==> src/rtl/eepw_pkg.sv <==
// Package: sequencer state encoding shared by the page writer modules.
// Assumes: nothing beyond SystemVerilog 2017 enum support.
package eepw_pkg;

    typedef enum logic [2:0] {
        ST_IDLE  = 3'd0,   // waiting for a request
        ST_WAIT  = 3'd1,   // waiting for the next stream byte
        ST_SETUP = 3'd2,   // chip enable low, address/data settle
        ST_PULSE = 3'd3,   // write strobe low
        ST_HOLD  = 3'd4,   // write strobe high, data still driven
        ST_READ  = 3'd5,   // poll read, bus released
        ST_RECOV = 3'd6    // gap between poll reads
    } wr_state_e;

endpackage

==> src/rtl/eepw_phase_timer.sv <==
// Module: down-counter that measures the length of one strobe phase.
// Assumes: load is raised in the cycle before the phase starts; last is
// high in the final cycle of the phase.
module eepw_phase_timer #(
    parameter int TW = 4
) (
    input  logic          clk,
    input  logic          rst_n,
    input  logic          load,
    input  logic [TW-1:0] load_val,
    output logic          last
);
    logic [TW-1:0] cnt_q;

    // Reload on phase entry, otherwise count down to zero and stay there.
    always_ff @(posedge clk) begin
        if (!rst_n)                 cnt_q <= '0;
        else if (load)              cnt_q <= load_val;
        else if (cnt_q != '0)       cnt_q <= cnt_q - 1'b1;
    end

    assign last = (cnt_q == '0);
endmodule

==> src/rtl/eepw_gap_guard.sv <==
// Module: watches the spacing of write-strobe falling edges and flags a
// stream stall that would push the next fall past GAP_LIMIT clocks.
// Assumes: we_fall is high in the last setup cycle (fall on next edge);
// the caller accepts a byte whenever in_valid is high while waiting.
module eepw_gap_guard #(
    parameter int GAP_LIMIT = 40,
    parameter int SETUP_CYC = 2
) (
    input  logic clk,
    input  logic rst_n,
    input  logic clr,
    input  logic we_fall,
    input  logic waiting,
    input  logic in_valid,
    output logic win_err
);
    localparam int GW       = $clog2(GAP_LIMIT + 1);
    localparam int WAIT_MAX = GAP_LIMIT - SETUP_CYC - 1;

    logic [GW-1:0] cnt_q;
    logic          armed_q;

    // Count clocks since the last strobe fall, saturating at the limit.
    always_ff @(posedge clk) begin
        if (!rst_n || clr) begin
            cnt_q   <= '0;
            armed_q <= 1'b0;
        end else if (we_fall) begin
            cnt_q   <= '0;
            armed_q <= 1'b1;
        end else if (cnt_q != GW'(GAP_LIMIT)) begin
            cnt_q   <= cnt_q + 1'b1;
        end
    end

    assign win_err = waiting && armed_q && !in_valid && (cnt_q >= GW'(WAIT_MAX));

    AST_GAP_BOUND: assert property (@(posedge clk) disable iff (!rst_n)
        (we_fall && armed_q) |-> (cnt_q < GW'(GAP_LIMIT)));
endmodule

==> src/rtl/eepw_poll_judge.sv <==
// Module: decides device readiness from poll reads and times out polling.
// Assumes: sample is high in the last cycle of each poll read, when
// rd_data is valid; clr is raised once per request before polling.
module eepw_poll_judge #(
    parameter int DATA_W     = 8,
    parameter int POLL_LIMIT = 600
) (
    input  logic              clk,
    input  logic              rst_n,
    input  logic              clr,
    input  logic              active,
    input  logic              sample,
    input  logic              data_mode,
    input  logic [DATA_W-1:0] rd_data,
    input  logic [DATA_W-1:0] last_data,
    output logic              ready,
    output logic              expired
);
    localparam int CW      = $clog2(POLL_LIMIT + 1);
    localparam int DP_BIT  = DATA_W - 1;
    localparam int TOG_BIT = DATA_W - 2;

    logic [DATA_W-1:0] prev_q;
    logic              have_q;
    logic [CW-1:0]     cnt_q;

    // Keep the previous read for toggle compare, and count polling clocks.
    always_ff @(posedge clk) begin
        if (!rst_n || clr) begin
            prev_q <= '0;
            have_q <= 1'b0;
            cnt_q  <= '0;
        end else begin
            if (sample) begin
                prev_q <= rd_data;
                have_q <= 1'b1;
            end
            if (active && cnt_q != CW'(POLL_LIMIT)) cnt_q <= cnt_q + 1'b1;
        end
    end

    // Ready test for the read sampled in this cycle.
    always_comb begin
        if (data_mode) ready = sample && (rd_data[DP_BIT] == last_data[DP_BIT]);
        else           ready = sample && have_q && (rd_data[TOG_BIT] == prev_q[TOG_BIT]);
    end

    assign expired = (cnt_q == CW'(POLL_LIMIT));

    AST_TOGGLE_TWO_READS: assert property (@(posedge clk) disable iff (!rst_n)
        (sample && !data_mode && !have_q) |-> !ready);
endmodule

==> src/rtl/eeprom_page_writer.sv <==
// Module: top of the page writer. Loads a stream of bytes into one page of
// a byte-wide EEPROM with timed strobes, then polls for completion.
// Assumes: start only while busy is low; mem_dq_in stable at the end of a
// poll read; all phase lengths are at least one clock.
module eeprom_page_writer
    import eepw_pkg::*;
#(
    parameter int PAGE_W     = 9,
    parameter int LO_W       = 8,
    parameter int DATA_W     = 8,
    parameter int SETUP_CYC  = 2,
    parameter int PULSE_CYC  = 3,
    parameter int HOLD_CYC   = 1,
    parameter int READ_CYC   = 2,
    parameter int RECOV_CYC  = 1,
    parameter int GAP_LIMIT  = 40,
    parameter int POLL_LIMIT = 600
) (
    input  logic                    clk,
    input  logic                    rst_n,
    input  logic                    start,
    input  logic [PAGE_W-1:0]       page_sel,
    input  logic [LO_W-1:0]         len_m1,
    input  logic                    poll_data_mode,
    input  logic                    in_valid,
    input  logic [DATA_W-1:0]       in_data,
    output logic                    in_ready,
    output logic                    busy,
    output logic                    done,
    output logic                    err_timeout,
    output logic                    err_window,
    output logic                    mem_ce_n,
    output logic                    mem_oe_n,
    output logic                    mem_we_n,
    output logic [PAGE_W+LO_W-1:0]  mem_addr,
    output logic [DATA_W-1:0]       mem_dq_out,
    output logic                    mem_dq_oe,
    input  logic [DATA_W-1:0]       mem_dq_in
);
    localparam int M1     = (SETUP_CYC > PULSE_CYC) ? SETUP_CYC : PULSE_CYC;
    localparam int M2     = (HOLD_CYC > READ_CYC) ? HOLD_CYC : READ_CYC;
    localparam int M3     = (M1 > M2) ? M1 : M2;
    localparam int PH_MAX = (M3 > RECOV_CYC) ? M3 : RECOV_CYC;
    localparam int TW     = $clog2(PH_MAX + 1);
    localparam int NW     = LO_W + 1;

    wr_state_e         state_q, nxt;
    logic [PAGE_W-1:0] page_q;
    logic [LO_W-1:0]   len_q;
    logic [LO_W-1:0]   lo_q;
    logic [NW-1:0]     loaded_q;
    logic [DATA_W-1:0] data_q;
    logic              mode_q;
    logic              done_q, tmo_q, win_q;

    logic              accept, fin_done, fin_tmo, fin_win, req;
    logic              ph_last, ph_load;
    logic [TW-1:0]     ph_val;
    logic              win_err, poll_ready, poll_expired, poll_sample;
    logic              last_byte;

    assign req       = (state_q == ST_IDLE) && start;
    assign last_byte = (loaded_q == ({1'b0, len_q} + 1'b1));

    // Next-state and end-of-request decisions.
    always_comb begin
        nxt      = state_q;
        accept   = 1'b0;
        fin_done = 1'b0;
        fin_tmo  = 1'b0;
        fin_win  = 1'b0;
        unique case (state_q)
            ST_IDLE:  if (start) nxt = ST_WAIT;
            ST_WAIT: begin
                if (in_valid) begin
                    accept = 1'b1;
                    nxt    = ST_SETUP;
                end else if (win_err) begin
                    fin_win = 1'b1;
                    nxt     = ST_IDLE;
                end
            end
            ST_SETUP: if (ph_last) nxt = ST_PULSE;
            ST_PULSE: if (ph_last) nxt = ST_HOLD;
            ST_HOLD:  if (ph_last) nxt = last_byte ? ST_READ : ST_WAIT;
            ST_READ: begin
                if (ph_last && poll_ready) begin
                    fin_done = 1'b1;
                    nxt      = ST_IDLE;
                end else if (poll_expired) begin
                    fin_tmo = 1'b1;
                    nxt     = ST_IDLE;
                end else if (ph_last) begin
                    nxt = ST_RECOV;
                end
            end
            ST_RECOV: begin
                if (poll_expired) begin
                    fin_tmo = 1'b1;
                    nxt     = ST_IDLE;
                end else if (ph_last) begin
                    nxt = ST_READ;
                end
            end
            default: nxt = ST_IDLE;
        endcase
    end

    // Phase length for the state being entered.
    always_comb begin
        ph_load = (nxt != state_q);
        unique case (nxt)
            ST_SETUP: ph_val = TW'(SETUP_CYC - 1);
            ST_PULSE: ph_val = TW'(PULSE_CYC - 1);
            ST_HOLD:  ph_val = TW'(HOLD_CYC - 1);
            ST_READ:  ph_val = TW'(READ_CYC - 1);
            ST_RECOV: ph_val = TW'(RECOV_CYC - 1);
            default:  ph_val = '0;
        endcase
    end

    // State register and request/outcome registers.
    always_ff @(posedge clk) begin
        if (!rst_n) begin
            state_q  <= ST_IDLE;
            page_q   <= '0;
            len_q    <= '0;
            mode_q   <= 1'b0;
            lo_q     <= '0;
            loaded_q <= '0;
            data_q   <= '0;
            done_q   <= 1'b0;
            tmo_q    <= 1'b0;
            win_q    <= 1'b0;
        end else begin
            state_q <= nxt;
            done_q  <= fin_done;
            tmo_q   <= fin_tmo;
            win_q   <= fin_win;
            if (req) begin
                page_q   <= page_sel;
                len_q    <= len_m1;
                mode_q   <= poll_data_mode;
                loaded_q <= '0;
            end
            if (accept) begin
                lo_q     <= loaded_q[LO_W-1:0];
                data_q   <= in_data;
                loaded_q <= loaded_q + 1'b1;
            end
        end
    end

    // Strobe and bus drive decoded from the state.
    always_comb begin
        mem_ce_n  = 1'b1;
        mem_oe_n  = 1'b1;
        mem_we_n  = 1'b1;
        mem_dq_oe = 1'b0;
        unique case (state_q)
            ST_SETUP, ST_HOLD: begin
                mem_ce_n  = 1'b0;
                mem_dq_oe = 1'b1;
            end
            ST_PULSE: begin
                mem_ce_n  = 1'b0;
                mem_we_n  = 1'b0;
                mem_dq_oe = 1'b1;
            end
            ST_READ: begin
                mem_ce_n = 1'b0;
                mem_oe_n = 1'b0;
            end
            default: ;
        endcase
    end

    assign mem_addr    = {page_q, lo_q};
    assign mem_dq_out  = data_q;
    assign in_ready    = (state_q == ST_WAIT);
    assign busy        = (state_q != ST_IDLE);
    assign done        = done_q;
    assign err_timeout = tmo_q;
    assign err_window  = win_q;
    assign poll_sample = (state_q == ST_READ) && ph_last;

    eepw_phase_timer #(.TW(TW)) u_timer (
        .clk(clk), .rst_n(rst_n), .load(ph_load), .load_val(ph_val), .last(ph_last)
    );

    eepw_gap_guard #(.GAP_LIMIT(GAP_LIMIT), .SETUP_CYC(SETUP_CYC)) u_gap (
        .clk(clk), .rst_n(rst_n), .clr(req),
        .we_fall((state_q == ST_SETUP) && ph_last),
        .waiting(state_q == ST_WAIT), .in_valid(in_valid), .win_err(win_err)
    );

    eepw_poll_judge #(.DATA_W(DATA_W), .POLL_LIMIT(POLL_LIMIT)) u_poll (
        .clk(clk), .rst_n(rst_n), .clr(req),
        .active((state_q == ST_READ) || (state_q == ST_RECOV)),
        .sample(poll_sample), .data_mode(mode_q), .rd_data(mem_dq_in),
        .last_data(data_q), .ready(poll_ready), .expired(poll_expired)
    );

    AST_WRITE_OE_HIGH: assert property (@(posedge clk) disable iff (!rst_n)
        !mem_we_n |-> (mem_oe_n && !mem_ce_n && mem_dq_oe));
    AST_READ_BUS_FREE: assert property (@(posedge clk) disable iff (!rst_n)
        !mem_oe_n |-> (!mem_dq_oe && mem_we_n));
    AST_ONE_OUTCOME: assert property (@(posedge clk) disable iff (!rst_n)
        $onehot0({done, err_timeout, err_window}));
    AST_DONE_SINGLE: assert property (@(posedge clk) disable iff (!rst_n)
        done |=> !done);
    AST_READY_QUIET_BUS: assert property (@(posedge clk) disable iff (!rst_n)
        in_ready |-> (mem_we_n && mem_oe_n));
endmodule

==> config.mk <==
export PLATFORM = sky130hd
export DESIGN_NAME = eeprom_page_writer
export DESIGN_NICKNAME = d
export VERILOG_FILES = /design/src/rtl/eepw_pkg.sv /design/src/rtl/eepw_phase_timer.sv /design/src/rtl/eepw_gap_guard.sv /design/src/rtl/eepw_poll_judge.sv /design/src/rtl/eeprom_page_writer.sv
export SDC_FILE = /design/constraint.sdc
export NUM_CORES = 1
export LEC_CHECK = 0
export ABC_AREA = 1
export BUFFER_PORTS_ARGS = -buffer_cell sky130_fd_sc_hd__buf_2
export CORE_MARGIN = 5
export CORE_UTILIZATION = 39
export CTS_BUF_LIST = sky130_fd_sc_hd__clkbuf_4 sky130_fd_sc_hd__clkbuf_8 sky130_fd_sc_hd__clkbuf_16
export DETAILED_ROUTE_END_ITERATION = 10
export HOLD_SLACK_MARGIN = 0.08
export SETUP_SLACK_MARGIN = 0.1
export SLEW_MARGIN = 0
export SYNTH_ARGS = -nofsm -noshare
export SYNTH_HDL_FRONTEND = slang
export SYNTH_SLANG_ARGS = --single-unit
export TNS_END_PERCENT = 5
==> constraint.sdc <==
create_clock -name clk -period 2.12 [get_ports clk]
set_input_delay 0.318 -clock clk [delete_from_list [all_inputs] [get_ports clk]]
set_output_delay 0.318 -clock clk [all_outputs]
set_load 0.02 [all_outputs]
# --- Yosys cells after proc, flatten, opt, wreduce, memory -nomap -nowiden ---
# Index checks and enable logic that the tools add are counted.
totals:
  register_bits: 76
  inputBits: 38
  output_inout_bits: 34
  word_cells: 97
classes:
  n_addsub: 5
  n_lt_le_gt_ge: 1
  n_eq_ne: 16
  n_mux: 30
  n_bitwise: 2
  reduce_logical: 27
ops:
  columns: ["operator", "n"]
  rows:
  - ["$mux W3", 12]
  - ["$pmux W3 S7", 1]
  - ["$mux W9", 2]
  - ["$eq A3 B2 Y1 const B", 4]
  - ["$eq A3 B3 Y1 const B", 4]
  - ["$logic_and A1 B1 Y1", 11]
  - ["$mux W1", 11]
  - ["$add A10 B1 Y10 const B", 1]
  - ["$eq A10 B10 Y1 const B", 1]
  - ["$ne A10 B10 Y1 const B", 1]
  - ["$add A8 B1 Y9 const B", 1]
  - ["$add A9 B1 Y9 const B", 1]
  - ["$eq A9 B9 Y1", 1]
  - ["$add A6 B1 Y6 const B", 1]
  - ["$ge A6 B6 Y1 const B", 1]
  - ["$ne A6 B6 Y1 const B", 1]
  - ["$reduce_bool A2 Y1", 3]
  - ["$reduce_or A3 Y1", 2]
  - ["$mux W2", 2]
  - ["$pmux W2 S2", 1]
  - ["$reduce_or A2 Y1", 2]
  - ["$reduce_or A4 Y1", 1]
  - ["$eq A3 B1 Y1 const B", 1]
  - ["$logic_not A3 Y1", 1]
  - ["10 further kinds", 14]

# --- Logic depth before layout (Yosys ltp) ---
depth:
  ltp_word: 12
  depth_mapped: 17

# --- Cells and area by module ---
# A second synthesis with hierarchy kept.
unflattened:
  hier_cells: 525
  area_unflattened_um2: 3693.5
modules_own_cells:
  columns: ["module", "n_inst", "cells_each", "area_per_inst_um2", "seq_area_each_um2"]
  rows:
  - ["eeprom_page_writer", 1, 336, 2391.0, 980.9]
  - ["eepw_poll_judge", 1, 111, 740.7, 240.2]
  - ["eepw_gap_guard", 1, 62, 451.7, 140.1]
  - ["eepw_phase_timer", 1, 16, 110.1, 40.0]

# --- Worst setup path after synthesis ---
# OpenSTA, ideal clock, no wires.
synth_timing:
  path_kind: "register to register"
  startpoint: "reg u_timer.cnt_q[0]"
  endpoint: "reg u_timer.cnt_q[1]"
  setup_time_ps: 132
  t_arrival_ps: 1636
  required_ps: 1988
  setup_slack_ps: 351
  stages_incl_launch_ff: 14
  path_buffers: 1
  path_cell_list: "dfxtp_1 > inv_1 > ha_1 > buf_2 > inv_1 > nand2_1 > a21oi_1 > nand3_1 > o21bai_1 > nand2_1 > nand2_1 > nand2_1 > nand2_1 > a21oi_1"
synth_between:
  elab_chain_len: 12
  word_cells_on_any_way: 27
  classes_between: "1 x add/sub; 4 x eq/ne; 13 x mux; 9 x reduce/logical"
synth_lines:
  columns: ["element", "line_no", "rtl"]
  rows:
  - ["start: declaration", "eepw_phase_timer.sv:13", "logic [TW-1:0] cnt_q;"]
  - ["start signal: assignment", "eepw_phase_timer.sv:18", "else if (load) cnt_q <= load_val;"]
  - ["start signal: assignment", "eepw_phase_timer.sv:19", "else if (cnt_q != '0) cnt_q <= cnt_q - 1'b1;"]
  - ["$logic_not A2 Y1", "eepw_phase_timer.sv:22", "assign last = (cnt_q == '0);"]
  - ["$logic_and A1 B1 Y1", "eeprom_page_writer.sv:185", "assign poll_sample = (state_q == ST_READ) && ph_last;"]
  - ["$logic_and A1 B1 Y1 (2 in a row)", "eepw_poll_judge.sv:45", "else ready = sample && have_q && (rd_data[TOG_BIT] == prev_q[TOG_BIT]);"]
  - ["$mux W1", "eepw_poll_judge.sv:44", "if (data_mode) ready = sample && (rd_data[DP_BIT] == last_data[DP_BIT]);"]
  - ["$logic_and A1 B1 Y1", "eeprom_page_writer.sv:87", "if (ph_last && poll_ready) begin"]
  - ["$mux W3", "eeprom_page_writer.sv:87", null]
  - ["$pmux W3 S7", "eeprom_page_writer.sv:72", "unique case (state_q)"]
  - ["$eq A3 B3 Y1 / $eq A3 B2 Y1 (equally long branches)", "eeprom_page_writer.sv:112", "unique case (nxt)"]
  - ["$reduce_or A2 Y1 (no line)", null, null]
  - ["$pmux W2 S2", "eeprom_page_writer.sv:112", null]
  - ["$mux W2", "eepw_phase_timer.sv:18", null]
# Several ways; a longest one is shown, not always the timed one. The select of a mux whose other input is x is not followed.
# A chain may end at the register's enable or synchronous reset.

# --- Worst setup path in the final report ---
layout_timing:
  startpoint: "reg state_q[2]"
  endpoint: "out mem_dq_oe"
layout_between:
  elab_chain_len: 3
  word_cells_on_any_way: 5
  classes_between: "3 x eq/ne; 1 x mux; 1 x reduce/logical"
layout_lines:
  columns: ["element", "line_no", "rtl"]
  rows:
  - ["start: declaration", "eeprom_page_writer.sv:47", "wr_state_e state_q, nxt;"]
  - ["start signal: assignment", "eeprom_page_writer.sv:136", "state_q <= nxt;"]
  - ["$eq A3 B2 Y1 / $eq A3 B3 Y1 (equally long branches)", "eeprom_page_writer.sv:160", "unique case (state_q)"]
  - ["$reduce_or A3 Y1 (no line) (*)", null, null]
  - ["$mux W1 (*)", "eeprom_page_writer.sv:160", null]
  - ["end: declaration", "eeprom_page_writer.sv:37", "output logic mem_dq_oe,"]
# Every way passes the cells marked *; elsewhere a longest branch is shown, timed or not.

==> impl_metrics.toml <==
[clock_network]
h-tree-depth = 3
path_clk_slew_ns = 0.08
root_buffer = "clkbuf_8"
clock-sinks = 70
cts_inserted_buffers = 9
clk_latency_ns = 0.34
cts_tree = "yes"
clockBufferDepth = 2

[logic_synthesis]
synthCells = 493
ys_seq_area_frac = 0.406
ys_ff_latch = 70
synth-compound-area-share = 0.151
synth_edf_count = 0
syn_nets = 541
synth-main-ff-cell = "dfxtp_1"
ys_types = 35
synth_top_family_by_area = "simple AND/OR/NAND/NOR gates"
yosys_warnings = 0
synth_xor_area_frac = 0.0279
async_flop_share = 0
synth-simple-area-share = 0.278
synthAdderAreaFrac = 0.0362
post_synth.cell_area_avg_um2 = 7.00
synth_mux_area_frac = 0
syn_area_um2 = 3450

[finish]
final_common_cell = "nand2_1"
final_cell_mix = "nand2_1 (95), inv_1 (71), dfxtp_1 (65), buf_2 (65), nor2_1 (54)"
antenna_cells = 0
fin_area_um2 = 4160
area_growth_pct = 20.4
nets = 612
fin_cells = 676
final_layout_size_suffix_gt1_frac = 0.220

[global_route]
antenna_found_initial = 0
grt_pass1_vias = 3028
grt_pass1_wl_mm = 13.3
grt_use_total = 0.144
grt_max_degree = 43
grt_overflow_total = 0

[pwr]
clkPwrFrac = 0.331
combPwrFrac = 0.216
sw_frac_of_total = 0.313
internal-power_mw = 2.23
p_sw_mw = 1.01
p_leak_nw = 1.94
ir_drop_uv = 343
p_per_area_nw_per_um2 = 780
p_seq_frac = 0.453

[worst_setup_path]
start_kind = "flip-flop"
r2r_end = "u_timer.cnt_q[0]$_SDFFE_PN0P_"
crit_type = "flip-flop to output port"
worstRegToRegCells = 14
worstPathMaxFanout = 7
worstPathArrival_ns = 1.56
reg2reg_from = "u_poll.cnt_q[0]$_SDFFE_PP0P_"
crit_required_ns = 1.80
reg2reg_slack_ns = 0.27
worstSetupEndpointType = "output port"

[route]
dr_wl_met3_um = 487
drc = 0
avgRoutedWirePerCell_um = 11.5
drtAntennaViolNets = 0
drt_wl_total_mm = 7.78
vias_per_cell = 4.80
dr.first_iter.drc_count = 84
met1_length_mm = 3.56
firstDrtPassIters = 6
maxUsedRoutingLayer = "met4"
dr_total_vias = 3243
met2_wirelength_mm = 3.67

[timing]
worst_pin_slew_ns = 0.549
setup_violations = 0
setup_tns_ns = 0
slew_violations = 0
fmax_ghz = 0.533
hold_viol_final = 0
rsz0062_at_grt = "false"
post-route-period-util = 0.885
fin_crit_ns = 1.88
finalClockSkew_ns = 0.0102
relSlewSlack = 0.633

[floorplan]
core_um2 = 8680
io_pins = 72
fp.dieW_um = 104
die_h_um = 104
die_area_um2 = 10800
num_rows = 34
start_util = 0.398

[flow_run]
drv_cap = 0

[min_path]
holdPathEnd = "mem_dq_out[1]$_SDFFE_PN0P_"
hold_path.class = "input port to flip-flop"
whs_path_depth = 3
hp-start = "in_data[1]"

[place]
dpl.hpwl_mm = 5.75
dpl_cell_area_um2 = 3910
place_inst = 659
place.gp.congestion = 0.816
port_buffers = 65

[status]
outcome = "finished, final reports clean"
-- per-layer routing --
metal / up-vias / global-route usage
li1: 1718 / -
met1: 1454 / 0.172
met2: 65 / 0.244
met3: 6 / 0.0559
met4: 0 / 0.0352
met5: - / 0
-- kinds of logic (layout without fill, tap and decap cells) --
logic type	count (synthesis)	after routing
compound gates	96	96
xor+xnor	11	11
buf+inv	92	167
flops	70	70
fa+ha+maj	10	10
simple gates	214	214
-- worst max-delay path by stage --
| stage | slack [ns] | depth (start not counted) | end | start |
|---|---|---|---|---|
| 3_3_place_gp | 0.20 | 13 | u_timer.cnt_q[1]$_SDFFE_PN0P_ | u_poll.cnt_q[0]$_SDFFE_PP0P_ |
| 3_5_place_dp | 0.18 | 14 | u_timer.cnt_q[0]$_SDFFE_PN0P_ | u_poll.cnt_q[0]$_SDFFE_PP0P_ |
| 5_1_grt | 0.07 | 14 | u_timer.cnt_q[0]$_SDFFE_PN0P_ | u_poll.cnt_q[0]$_SDFFE_PP0P_ |
| 2_1_floorplan | 0.35 | 13 | u_timer.cnt_q[1]$_SDFFE_PN0P_ | u_timer.cnt_q[0]$_SDFFE_PN0P_ |
| 4_1_cts | 0.15 | 14 | u_timer.cnt_q[0]$_SDFFE_PN0P_ | u_poll.cnt_q[0]$_SDFFE_PP0P_ |
| 6_report | 0.24 | 5 | mem_dq_oe | state_q[2]$_SDFF_PN0_ |
-- synth_stat cells, types with 4 or more instances --
| cell | count | area (µm²) |
|---|---|---|
| a211oi_1 | 4 | 30.0 |
| a21oi_1 | 40 | 200 |
| clkbuf_1 | 10 | 37.5 |
| dfxtp_1 | 70 | 1400 |
| ha_1 | 10 | 125 |
| inv_1 | 75 | 282 |
| nand2_1 | 97 | 364 |
| nand3_1 | 32 | 160 |
| nand4_1 | 5 | 31.3 |
| nor2_1 | 54 | 203 |
| nor3_1 | 9 | 45.0 |
| o21ai_0 | 42 | 210 |
| xnor2_1 | 4 | 35.0 |
| xor2_1 | 7 | 61.3 |
-- registers in the layout (all words and copies together) (netlist names), 2 cells and up --
name	flops
len_q	8
u_gap.cnt_q	6
u_timer.cnt_q	2
state_q	3
u_poll.cnt_q	10
lo_q	8
page_q	9
mem_dq_out	8
loaded_q	9
-- power groups by stage --
| stage | clock network (mW) | logic, mW | registers (mW) |
|---|---|---|---|
| finish | 1.07 | 0.701 | 1.47 |
| global route | 1.17 | 0.802 | 1.49 |
| CTS | 1.11 | 0.691 | 1.47 |
| detailed placement | 0 | 0.687 | 1.50 |
| global placement | 0 | 0.670 | 1.50 |
| floorplan | 0 | 0.424 | 1.55 |
-- critical path, cell delays in order (launching register included) --
cell and delay (ns):
dfxtp_1 0.43, inv_2 0.11, nor3_1 0.27, buf_4 0.18, or2_2 0.09, buf_2 0.15
-- repair_timing --
| action | CTS | global route |
|---|---|---|
| hold buffers | 0 | 0 |
| setup endpoints to repair | 0 | 6 |
| resized for setup | 0 | 19 |
| buffers inserted | 0 | 2 |
-- through the flow --
step           hold slack (ns)  setup WS [ns]  utilization  total power [mW]
2_1_floorplan            0.438          0.351            -              1.98
3_3_place_gp             0.428          0.204        0.450              2.17
3_5_place_dp             0.433          0.177        0.450              2.19
4_1_cts                  0.186          0.146        0.473              3.27
5_1_grt                  0.200         0.0732        0.479              3.46
6_report                 0.204          0.244        0.479              3.24
-- final cells by class --
class	instances	area, µm²
inverters	79	298
flip-flops and latches	70	1410
repair buffers	73	385
well taps	108	135
clock buffers	10	138
fillers	923	4520
clock inverters	5	58.8
multi-input cells	331	1730
(Power assumes the default switching activity.)
